--- config.mk ---
export PLATFORM = sky130hd
export DESIGN_NAME = nco_hop_phase_gen
export DESIGN_NICKNAME = d
export VERILOG_FILES = /design/src/rtl/nco_pkg.sv /design/src/rtl/nco_tuning_bank.sv /design/src/rtl/nco_slot_select.sv /design/src/rtl/nco_phase_accum.sv /design/src/rtl/nco_phase_out.sv /design/src/rtl/nco_hop_phase_gen.sv
export SDC_FILE = /design/constraint.sdc
export NUM_CORES = 2
export LEC_CHECK = 0
export BUFFER_PORTS_ARGS = -buffer_cell sky130_fd_sc_hd__buf_2
export CORE_UTILIZATION = 45
export CTS_BUF_LIST = sky130_fd_sc_hd__clkbuf_8
export DETAILED_ROUTE_END_ITERATION = 8
export GPL_TIMING_DRIVEN = 0
export PLACE_DENSITY_LB_ADDON = 0.08
export SYNTH_ARGS = -nofsm -noshare
export SYNTH_HDL_FRONTEND = slang
export SYNTH_SLANG_ARGS = --single-unit
--- constraint.sdc ---
create_clock -name clk -period 17.7 [get_ports clk]
set_clock_uncertainty 0.2 [all_clocks]
set_input_delay 0 -clock clk [delete_from_list [all_inputs] [get_ports clk]]
set_output_delay 0 -clock clk [all_outputs]
set_load 0.01 [all_outputs]
--- src/rtl/nco_pkg.sv ---
// Package: shared constants and the band configuration encoding for the NCO
// phase generator. Assumes a fixed byte stride of 8 addresses per slot.
package nco_pkg;
    typedef enum logic [1:0] {
        BAND_ONE  = 2'd0,
        BAND_TWO  = 2'd1,
        BAND_FOUR = 2'd2,
        BAND_RSVD = 2'd3
    } band_cfg_e;

    localparam logic [7:0] CTRL_COMMIT = 8'h30;
    localparam logic [7:0] CTRL_REARM  = 8'h00;
    localparam int         LANE_STRIDE = 8;
endpackage

--- src/rtl/nco_tuning_bank.sv ---
// Module: staged and active tuning word bank. Byte writes land in the staged
// copy; a commit write to the control address copies all staged words into
// the active copy. The commit must be re-armed by a write of the re-arm code.
// Assumes the word width is a whole number of bytes, at most 8 bytes.
module nco_tuning_bank
    import nco_pkg::*;
#(
    parameter int PH_W   = 48,
    parameter int SLOTS  = 8,
    parameter int SEL_W  = $clog2(SLOTS),
    parameter int ADDR_W = SEL_W + 4
) (
    input  logic                        clk,
    input  logic                        rst_n,
    input  logic                        wr_en,
    input  logic [ADDR_W-1:0]           addr,
    input  logic [7:0]                  wdata,
    output logic [SLOTS-1:0][PH_W-1:0]  active
);
    localparam int BYTES = PH_W / 8;
    localparam logic [ADDR_W-1:0] CTRL_ADDR = ADDR_W'(SLOTS * LANE_STRIDE);

    logic [SLOTS-1:0][PH_W-1:0] staged;
    logic                       armed;
    logic                       ctrl_hit;
    logic                       commit;
    logic                       word_hit;
    logic [SEL_W-1:0]           wr_slot;
    logic [2:0]                 wr_lane;

    // Decode the write address into control access and staged byte access.
    always_comb begin
        ctrl_hit = wr_en && (addr == CTRL_ADDR);
        commit   = ctrl_hit && (wdata == CTRL_COMMIT) && armed;
        wr_slot  = addr[SEL_W+2:3];
        wr_lane  = addr[2:0];
        word_hit = wr_en && !addr[ADDR_W-1] && (int'(wr_lane) < BYTES);
    end

    // Place a written byte into its lane of the staged word.
    always_ff @(posedge clk) begin
        if (!rst_n) begin
            staged <= '0;
        end else if (word_hit) begin
            for (int b = 0; b < BYTES; b++) begin
                if (int'(wr_lane) == b) begin
                    staged[wr_slot][b*8 +: 8] <= wdata;
                end
            end
        end
    end

    // Copy the staged bank into the active bank on an armed commit.
    always_ff @(posedge clk) begin
        if (!rst_n) begin
            active <= '0;
        end else if (commit) begin
            active <= staged;
        end
    end

    // Track whether the next commit code will be honoured.
    always_ff @(posedge clk) begin
        if (!rst_n) begin
            armed <= 1'b1;
        end else if (commit) begin
            armed <= 1'b0;
        end else if (ctrl_hit && (wdata == CTRL_REARM)) begin
            armed <= 1'b1;
        end
    end

    AST_BANK_HOLD: assert property (@(posedge clk) disable iff (!rst_n)
        !commit |=> $stable(active));
    AST_NO_RECOMMIT: assert property (@(posedge clk) disable iff (!rst_n)
        commit |=> !commit);
endmodule

--- src/rtl/nco_slot_select.sv ---
// Module: registers the slot select and limits it to the slot count that the
// band configuration allows (all slots for one band, half of them otherwise).
// Assumes SLOTS is a power of two of at least 2.
module nco_slot_select
    import nco_pkg::*;
#(
    parameter int SLOTS = 8,
    parameter int SEL_W = $clog2(SLOTS)
) (
    input  logic             clk,
    input  logic             rst_n,
    input  logic [1:0]       band_cfg,
    input  logic [SEL_W-1:0] sel_in,
    output logic [SEL_W-1:0] sel_q
);
    localparam logic [SEL_W-1:0] MASK_ALL  = SEL_W'(SLOTS - 1);
    localparam logic [SEL_W-1:0] MASK_HALF = SEL_W'(SLOTS / 2 - 1);

    logic [SEL_W-1:0] sel_mask;

    // Choose the select mask from the band configuration.
    always_comb begin
        sel_mask = (band_cfg_e'(band_cfg) == BAND_ONE) ? MASK_ALL : MASK_HALF;
    end

    // Register the masked select.
    always_ff @(posedge clk) begin
        if (!rst_n) begin
            sel_q <= '0;
        end else begin
            sel_q <= sel_in & sel_mask;
        end
    end

    AST_SEL_RANGE: assert property (@(posedge clk) disable iff (!rst_n)
        (band_cfg != 2'd0) |=> (int'(sel_q) < SLOTS / 2));
endmodule

--- src/rtl/nco_phase_accum.sv ---
// Module: phase accumulators. A single continuous accumulator adds the word of
// the selected slot; one coherent accumulator per slot adds its own word every
// cycle. SYSREF clears all of them. The mode only steers the output mux.
module nco_phase_accum #(
    parameter int PH_W  = 48,
    parameter int SLOTS = 8,
    parameter int SEL_W = $clog2(SLOTS)
) (
    input  logic                        clk,
    input  logic                        rst_n,
    input  logic                        sysref,
    input  logic                        coherent,
    input  logic [SEL_W-1:0]            sel_q,
    input  logic [SLOTS-1:0][PH_W-1:0]  active,
    output logic [PH_W-1:0]             phase_sel
);
    logic [PH_W-1:0]            acc_cont;
    logic [SLOTS-1:0][PH_W-1:0] acc_slot;

    // Continuous accumulator: phase carries across hops.
    always_ff @(posedge clk) begin
        if (!rst_n || sysref) begin
            acc_cont <= '0;
        end else begin
            acc_cont <= acc_cont + active[sel_q];
        end
    end

    // One free-running accumulator per slot for coherent hopping.
    for (genvar k = 0; k < SLOTS; k++) begin : g_slot
        always_ff @(posedge clk) begin
            if (!rst_n || sysref) begin
                acc_slot[k] <= '0;
            end else begin
                acc_slot[k] <= acc_slot[k] + active[k];
            end
        end
    end

    // Steer the phase of the active mode to the output stage.
    always_comb begin
        phase_sel = coherent ? acc_slot[sel_q] : acc_cont;
    end

    AST_SYSREF_ZERO: assert property (@(posedge clk) disable iff (!rst_n)
        sysref |=> (acc_cont == '0) && (acc_slot == '0));
endmodule

--- src/rtl/nco_phase_out.sv ---
// Module: output register stage. Optionally negates the phase for the
// conjugate exponential and registers the full and truncated phase together.
module nco_phase_out #(
    parameter int PH_W  = 48,
    parameter int OUT_W = 16
) (
    input  logic             clk,
    input  logic             rst_n,
    input  logic             conj_en,
    input  logic [PH_W-1:0]  phase_sel,
    output logic [PH_W-1:0]  phase_out,
    output logic [OUT_W-1:0] phase_trunc,
    output logic             conj_out
);
    logic [PH_W-1:0] phase_signed;

    // Negate the phase when the conjugate output is requested.
    always_comb begin
        phase_signed = conj_en ? (~phase_sel + PH_W'(1)) : phase_sel;
    end

    // Register phase, truncated phase and flag with the same latency.
    always_ff @(posedge clk) begin
        if (!rst_n) begin
            phase_out   <= '0;
            phase_trunc <= '0;
            conj_out    <= 1'b0;
        end else begin
            phase_out   <= phase_signed;
            phase_trunc <= phase_signed[PH_W-1 -: OUT_W];
            conj_out    <= conj_en;
        end
    end

    AST_TRUNC_TOP: assert property (@(posedge clk) disable iff (!rst_n)
        phase_trunc == phase_out[PH_W-1 -: OUT_W]);
    AST_CONJ_FLAG: assert property (@(posedge clk) disable iff (!rst_n)
        $past(rst_n) |-> (conj_out == $past(conj_en)));
endmodule

--- src/rtl/nco_hop_phase_gen.sv ---
// Module: top of the frequency-hopping NCO phase generator. Joins the tuning
// bank, the slot select, the accumulators and the output stage. Assumes a
// single sample clock and a synchronous active-low reset.
module nco_hop_phase_gen #(
    parameter int PH_W   = 48,
    parameter int OUT_W  = 16,
    parameter int SLOTS  = 8,
    parameter int SEL_W  = $clog2(SLOTS),
    parameter int ADDR_W = SEL_W + 4
) (
    input  logic              clk,
    input  logic              rst_n,
    input  logic              reg_wr_en,
    input  logic [ADDR_W-1:0] reg_addr,
    input  logic [7:0]        reg_wdata,
    input  logic [1:0]        band_cfg,
    input  logic [SEL_W-1:0]  sel_in,
    input  logic              coherent,
    input  logic              conj_en,
    input  logic              sysref,
    output logic [PH_W-1:0]   phase_out,
    output logic [OUT_W-1:0]  phase_trunc,
    output logic              conj_out
);
    logic [SLOTS-1:0][PH_W-1:0] active;
    logic [SEL_W-1:0]           sel_q;
    logic [PH_W-1:0]            phase_sel;

    nco_tuning_bank #(.PH_W(PH_W), .SLOTS(SLOTS), .SEL_W(SEL_W), .ADDR_W(ADDR_W)) bank_i (
        .clk    (clk),
        .rst_n  (rst_n),
        .wr_en  (reg_wr_en),
        .addr   (reg_addr),
        .wdata  (reg_wdata),
        .active (active)
    );

    nco_slot_select #(.SLOTS(SLOTS), .SEL_W(SEL_W)) select_i (
        .clk      (clk),
        .rst_n    (rst_n),
        .band_cfg (band_cfg),
        .sel_in   (sel_in),
        .sel_q    (sel_q)
    );

    nco_phase_accum #(.PH_W(PH_W), .SLOTS(SLOTS), .SEL_W(SEL_W)) accum_i (
        .clk       (clk),
        .rst_n     (rst_n),
        .sysref    (sysref),
        .coherent  (coherent),
        .sel_q     (sel_q),
        .active    (active),
        .phase_sel (phase_sel)
    );

    nco_phase_out #(.PH_W(PH_W), .OUT_W(OUT_W)) out_i (
        .clk         (clk),
        .rst_n       (rst_n),
        .conj_en     (conj_en),
        .phase_sel   (phase_sel),
        .phase_out   (phase_out),
        .phase_trunc (phase_trunc),
        .conj_out    (conj_out)
    );

    AST_RESET_CLEAR: assert property (@(posedge clk)
        !rst_n |=> (phase_out == '0) && !conj_out);
endmodule

# [Yosys cells after proc, flatten, opt, wreduce, memory -nomap -nowiden]
# Cells that the tools add are included.
[classes] n_reduce_logical=14 add_sub_neg=10 n_mux=43 order_cmp=4 n_shift=0 bitwise_logic=2 div_mod_pow=0 n_eq_ne=7 multipliers=0
[ops] operator="2-to-1 mux 384 bit" n=16
[ops] operator="bitwise mux 384 bit" n=6
[ops] operator="demux 48 bit (select 3 bit)" n=6
[ops] operator="adder 48 bit" n=9
[ops] operator="binary-select mux 48 bit (select 3 bit)" n=2
[ops] operator="2-to-1 mux 48 bit" n=5
[ops] operator="adder 48 x 1 -> 48 bit, second input constant" n=1
[ops] operator="inverter 48 bit" n=1
[ops] operator="2-to-1 mux 40 bit" n=1
[ops] operator="2-to-1 mux 32 bit" n=1
[ops] operator="2-to-1 mux 24 bit" n=1
[ops] operator="2-to-1 mux 16 bit" n=1
[ops] operator="equality test 3 bit, second input constant" n=4
[ops] operator="equality test 8 x 6 -> 1 bit, second input constant" n=1
[ops] operator="zero test 8 bit" n=1
[ops] operator="less-than comparator 3 x 4 -> 1 bit, second input constant" n=2
[ops] operator="2-to-1 mux 8 bit" n=1
[ops] operator="equality test 7 bit, second input constant" n=1
[ops] operator="logical AND 1 bit" n=7
[ops] operator="bitwise AND 3 bit" n=1
[ops] operator="equality test 3 x 2 -> 1 bit, second input constant" n=1
[ops] operator="greater-or-equal comparator 3 x 1 -> 1 bit, second input constant" n=1
[ops] operator="zero test 3 bit" n=1
[ops] operator="less-than comparator 3 bit, second input constant" n=1
[ops] operator="6 further kinds" n=8
[totals] latch_bits=0 ram_bits=0 out_inout_bits=65 rom_bits=0 register_bits=1269 n_memories=0 word_cells=110 input_bits=26

# [Logic depth before layout (Yosys ltp)]
[depth] ltp_word=26 depth_mapped=23 ltp_nobuf=15

# [Modules after synthesis]
# A second synthesis with hierarchy kept.
[hier_totals] cells_unflattened=8082 hier_area_um2=73047.6
[by_module_without_submodules] mod="nco_phase_accum" cells_per_inst=4762 seq_area_each_um2=8648.3 instances=1 area_each_um2=39845.7
[by_module_without_submodules] mod="nco_tuning_bank" cells_per_inst=3004 seq_area_each_um2=15394.8 instances=1 area_each_um2=30225.2
[by_module_without_submodules] mod="nco_phase_out" cells_per_inst=310 seq_area_each_um2=980.9 instances=1 area_each_um2=2891.5
[by_module_without_submodules] mod="nco_slot_select" cells_per_inst=6 seq_area_each_um2=60.1 instances=1 area_each_um2=85.1

# [Worst setup path after synthesis]
# OpenSTA, ideal clock, no wires.
[synth_timing] path_type="flip-flop to flip-flop" startpoint="register select_i.sel_q[0]" endpoint="register accum_i.acc_cont[40]" arrival_ps=5292 setup_slack_ps=12087 stages_incl_launch_ff=24 cell_sequence="dfxtp_1 buf_6 buf_12 buf_6 buf_6 buf_2 buf_2 buf_2 buf_2 mux4_2 mux2_2 ha_1 inv_1 fa_1 nor2b_1 o31a_1 o211ai_1 nand3_1 a311o_1 a21oi_1 o21ai_0 a31oi_1 a21oi_1 mux2i_1"
[synth_via] elab_chain_len=3
[synth_lines] element="start, declared" line="nco_slot_select.sv:14" text="output logic [SEL_W-1:0] sel_q"
[synth_lines] element="start signal, assigned" line="nco_slot_select.sv:31" text="sel_q <= sel_in & sel_mask;"
[synth_lines] element="binary-select mux 48 bit (select 3 bit)" line="nco_phase_accum.sv:25" text="acc_cont <= acc_cont + active[sel_q];"
[synth_lines] element="2-to-1 mux 48 bit (implied by the code)" line="nco_phase_accum.sv:25"
[synth_lines] element="adder 48 bit" line="nco_phase_accum.sv:25"
[synth_lines] element="end signal, assigned" line="nco_phase_accum.sv:25"
[synth_lines] element="end, declared" line="nco_phase_accum.sv:17" text="logic [PH_W-1:0] acc_cont;"
# No other way between the ends. The select of a mux whose other input is x is not followed.
# A chain may end at the register's enable or synchronous reset.

# [Worst setup path after layout]
[layout_timing] startpoint="register select_i.sel_q[1]" endpoint="register accum_i.acc_cont[44]"
# Same word-level chain as after synthesis.

==> run_results.csv <==
group,metric,value,unit
status,status,"finished, violations left",
status,failed_checks,"max-capacitance violations, max-slew violations",
power_and_ir_drop,power,6.08,mW
worst_setup_path,cp_data_arrival_time,11.39,ns
logic_synthesis,async_reset_ff_share,0,%
worst_setup_path,cp_max_fo,10,
clock_network,cts-htree-levels,4,
route,wl_per_cell,28.1,um
clock_network,root_buffer,"clkbuf_8",
clock_network,cts_buffers,223,
final_layout,final_cells,10600,
die,start_util,45.5,%
die,die_x,397,um
global_routing,grt_usage,36.8,%
logic_synthesis,synth_area_leader_cell,"dfxtp_1",
route,drt_iter0_markers,6334,
final_layout,area_delta_synth_final,11.7,%
worst_setup_path,start_kind,"flip-flop",
route,dr.pass1.iters,5,
die,rows,144,
placement,place.gp.congestion,0.980,
job,drv_cap,3,
route,num_vias,62500,
logic_synthesis,synth_top_area_share,35.6,%
logic_synthesis,synthTopCellsByCount,"dfxtp_1 (1,253), nand2_1 (1,217), nor2_1 (594), a21boi_0 (511), a21oi_1 (436)",
route,drt-total-wl,298000,um
die,coreArea,155000,um2
worst_setup_path,end_kind,"flip-flop",
final_layout,final_nets,8810,
worst_setup_path,r2r_cells,21,
global_routing,grt_pass1_vias,59000,
placement,placed_cells,10100,
logic_synthesis,synth-seq-cells,1253,
timing,fmax,93.7,MHz
logic_synthesis,syn_area,70400,um2
die,die_area,158000,um2
placement,hpwlAfterDp,236000,um
die,die_y,397,um
power_and_ir_drop,ir_drop,0.0760,mV
global_routing,antenna_found_initial,41,
clock_network,cts_sinks,1253,
clock_network,cts.path.max_buffers,3,
logic_synthesis,postSynthAreaPerCell,8.80,um2
global_routing,grt_pass1_wl,413000,um
logic_synthesis,synthMuxAreaShare,11.9,%
worst_setup_path,worst-setup-path-type,"reg -> reg",
logic_synthesis,synth_top_family_by_area,"simple AND/OR/NAND/NOR gates",
worst_setup_path,worstPathRequired,18.42,ns
power_and_ir_drop,pwr_density_cell,77.4,nW/um2
route,drc,0,
clock_network,postCtsResizedCells,0,
logic_synthesis,synthFlopType,"dfxtp_1",
logic_synthesis,syn_nets,8451,
timing,fin_crit_sh,60.3,%
timing,slew_headroom,-3.50,%
logic_synthesis,synth_edf_count,0,
clock_network,cts_tree,"built",
power_and_ir_drop,p_leak,31.5,nW
timing,period_minus_slack,10.68,ns
die,io_pins,91,
timing,setup_viol,0,
route,drt.antenna.violating_nets,0,
logic_synthesis,syn_inst,7992,
timing,drv_slew,33,
logic_synthesis,ys_types,91,
logic_synthesis,synth_area_leaders,"dfxtp_1 (36%), ha_1 (7.5%), nand2_1 (6.5%)",
timing,worstMarginPinSlew,1.55,ns
placement,io_buffer_count,87,
clock_network,insertion_delay,1.00,ns
clock_network,clk_pin_slew,0.07,ns
worst_hold_path,worstHoldPathType,"in -> reg",
logic_synthesis,synth_seq_area_share,35.6,%
timing,hold_violations,0,
logic_synthesis,synthXorXnorAreaFrac,4.82,%
logic_synthesis,synthSimpleGateAreaFrac,18.4,%
route,viasPerCell,5.90,
global_routing,grt_max_degree,19,
logic_synthesis,ys_warn_count,0,
worst_hold_path,hold_depth,6,
logic_synthesis,synth_most_common_cell,"dfxtp_1",
logic_synthesis,synth_compound_area_share,18.1,%
timing,fin_setup_tns,0,ns
global_routing,grt-ovfl-total,0,
final_layout,drive_gt1_share,9.03,%
timing,rsz0062_at_grt,"no",
logic_synthesis,synthAdderAreaFrac,7.80,%
==> metal layers <==
metal / vias to the layer above / GRT usage, % / wire (um)
li1: 29000 / - / -
met4: 6 / 15.3 / 12900
met2: 2587 / 56.1 / 128000
met3: 460 / 7.84 / 26600
met5: - / 0 / 34
met1: 30500 / 50.3 / 131000
==> timing repair <==
item | 4_1_cts | 5_1_grt
endpoints found under the hold margin | 401 | 0
hold buffers | 40 | 0
setup buffers | 0 | 0
==> critical path, cell delays in order, from the launching register on <==
cell and delay, ns:
dfxtp_1 0.31, clkbuf_1 0.74, buf_2 0.67, buf_2 0.60, buf_2 0.64, buf_2 0.55, buf_2 0.60, clkbuf_2 0.78
clkbuf_1 1.15, mux4_2 0.50, mux2_2 0.30, ha_1 0.31, nor2b_1 0.17, o31a_1 0.30, o21ai_0 0.18, nor2b_1 0.30
a31oi_1 0.26, a211oi_1 0.49, o21ai_0 0.37, a31oi_1 0.61, mux2_2 0.40, o211ai_1 0.08
==> path summary, 6_finish.rpt <==
check | startpoint | to | slack, ns
worst max-delay path | select_i.sel_q[1] | accum_i.acc_cont[44] | 7.02
worst min register to register | bank_i.staged[246] | bank_i.active[246] | 0.24
worst min-delay path | coherent | out_i.phase_out[8] | 0.1
worst max register to register | select_i.sel_q[1] | accum_i.acc_cont[44] | 7.02
==> kinds of logic (layout without fill, tap and decap cells) <==
logic type,after synthesis,in the layout
simple gates,2829,2829
compound gates,1904,1904
flops,1253,1253
mux,606,606
buf+inv,580,1119
fa+ha+maj,433,433
xor+xnor,387,387
other cells,0,19
==> cell usage in the layout, fill, tap and decap left out, drive strengths merged, types with 15 or more instances in the layout <==
cell type    instances
buf                171
a21boi             511
o21bai              74
o31ai               32
xnor2              225
nand4               78
mux4               174
dfxtp             1253
nand3              205
nor2b              319
o21a                50
and3                76
a211oi              53
a21oi              437
nand2             1217
xor2               162
clkinv              24
dlygate4sd3         40
mux2                56
inv                206
a22oi               22
and2               102
nor2               596
clkbuf             673
a21o               235
or3                 20
o211ai              23
nand2b              54
diode               19
a31oi               72
ha                 424
o21ai              252
mux2i              376
nor3                87
or2                 15
==> final cells by class <==
class | instances | area, um2
repair buffers | 134 | 946
flip-flops and latches | 1253 | 25100
inverters | 117 | 439
clock buffers | 287 | 3950
multi-input cells | 6159 | 42900
fillers | 14900 | 76000
diodes | 19 | 47.5
well taps | 2044 | 2560
clock inverters | 118 | 712
plain buffers | 463 | 1970
==> flip-flops by register name (all words and copies together) (netlist names) <==
register,count
bank_i.staged,384
bank_i.active,384
accum_i.acc_cont,48
bank_i.armed,1
out_i.phase_out,47
out_i.phase_trunc,1
accum_i.acc_slot,384
out_i.conj_out,1
select_i.sel_q,3
==> power by group <==
| group | total (mW) | internal [mW] | switching (mW) |
|---|---|---|---|
| logic | 0.365 | 0.100 | 0.264 |
| registers | 2.84 | 2.83 | 0.00468 |
| clock network | 2.88 | 1.51 | 1.37 |
| total | 6.08 | 4.44 | 1.64 |
==> metrics by stage <==
stage / area, um2 / utilization, % / setup WS, ns / hold WS, ns
after global placement: 73400 / 47.5 / 6.77 / -0.00695
after detailed placement: 73500 / 47.6 / 7.35 / 0.000360
after global routing: 78600 / 50.8 / 7.08 / 0.0683
final: 78600 / 50.9 / 7.02 / 0.0955
after CTS: 78600 / 50.8 / 7.32 / 0.00999
after floorplan: 70400 / - / 12.09 / -0.124
(Power assumes the default switching activity.)
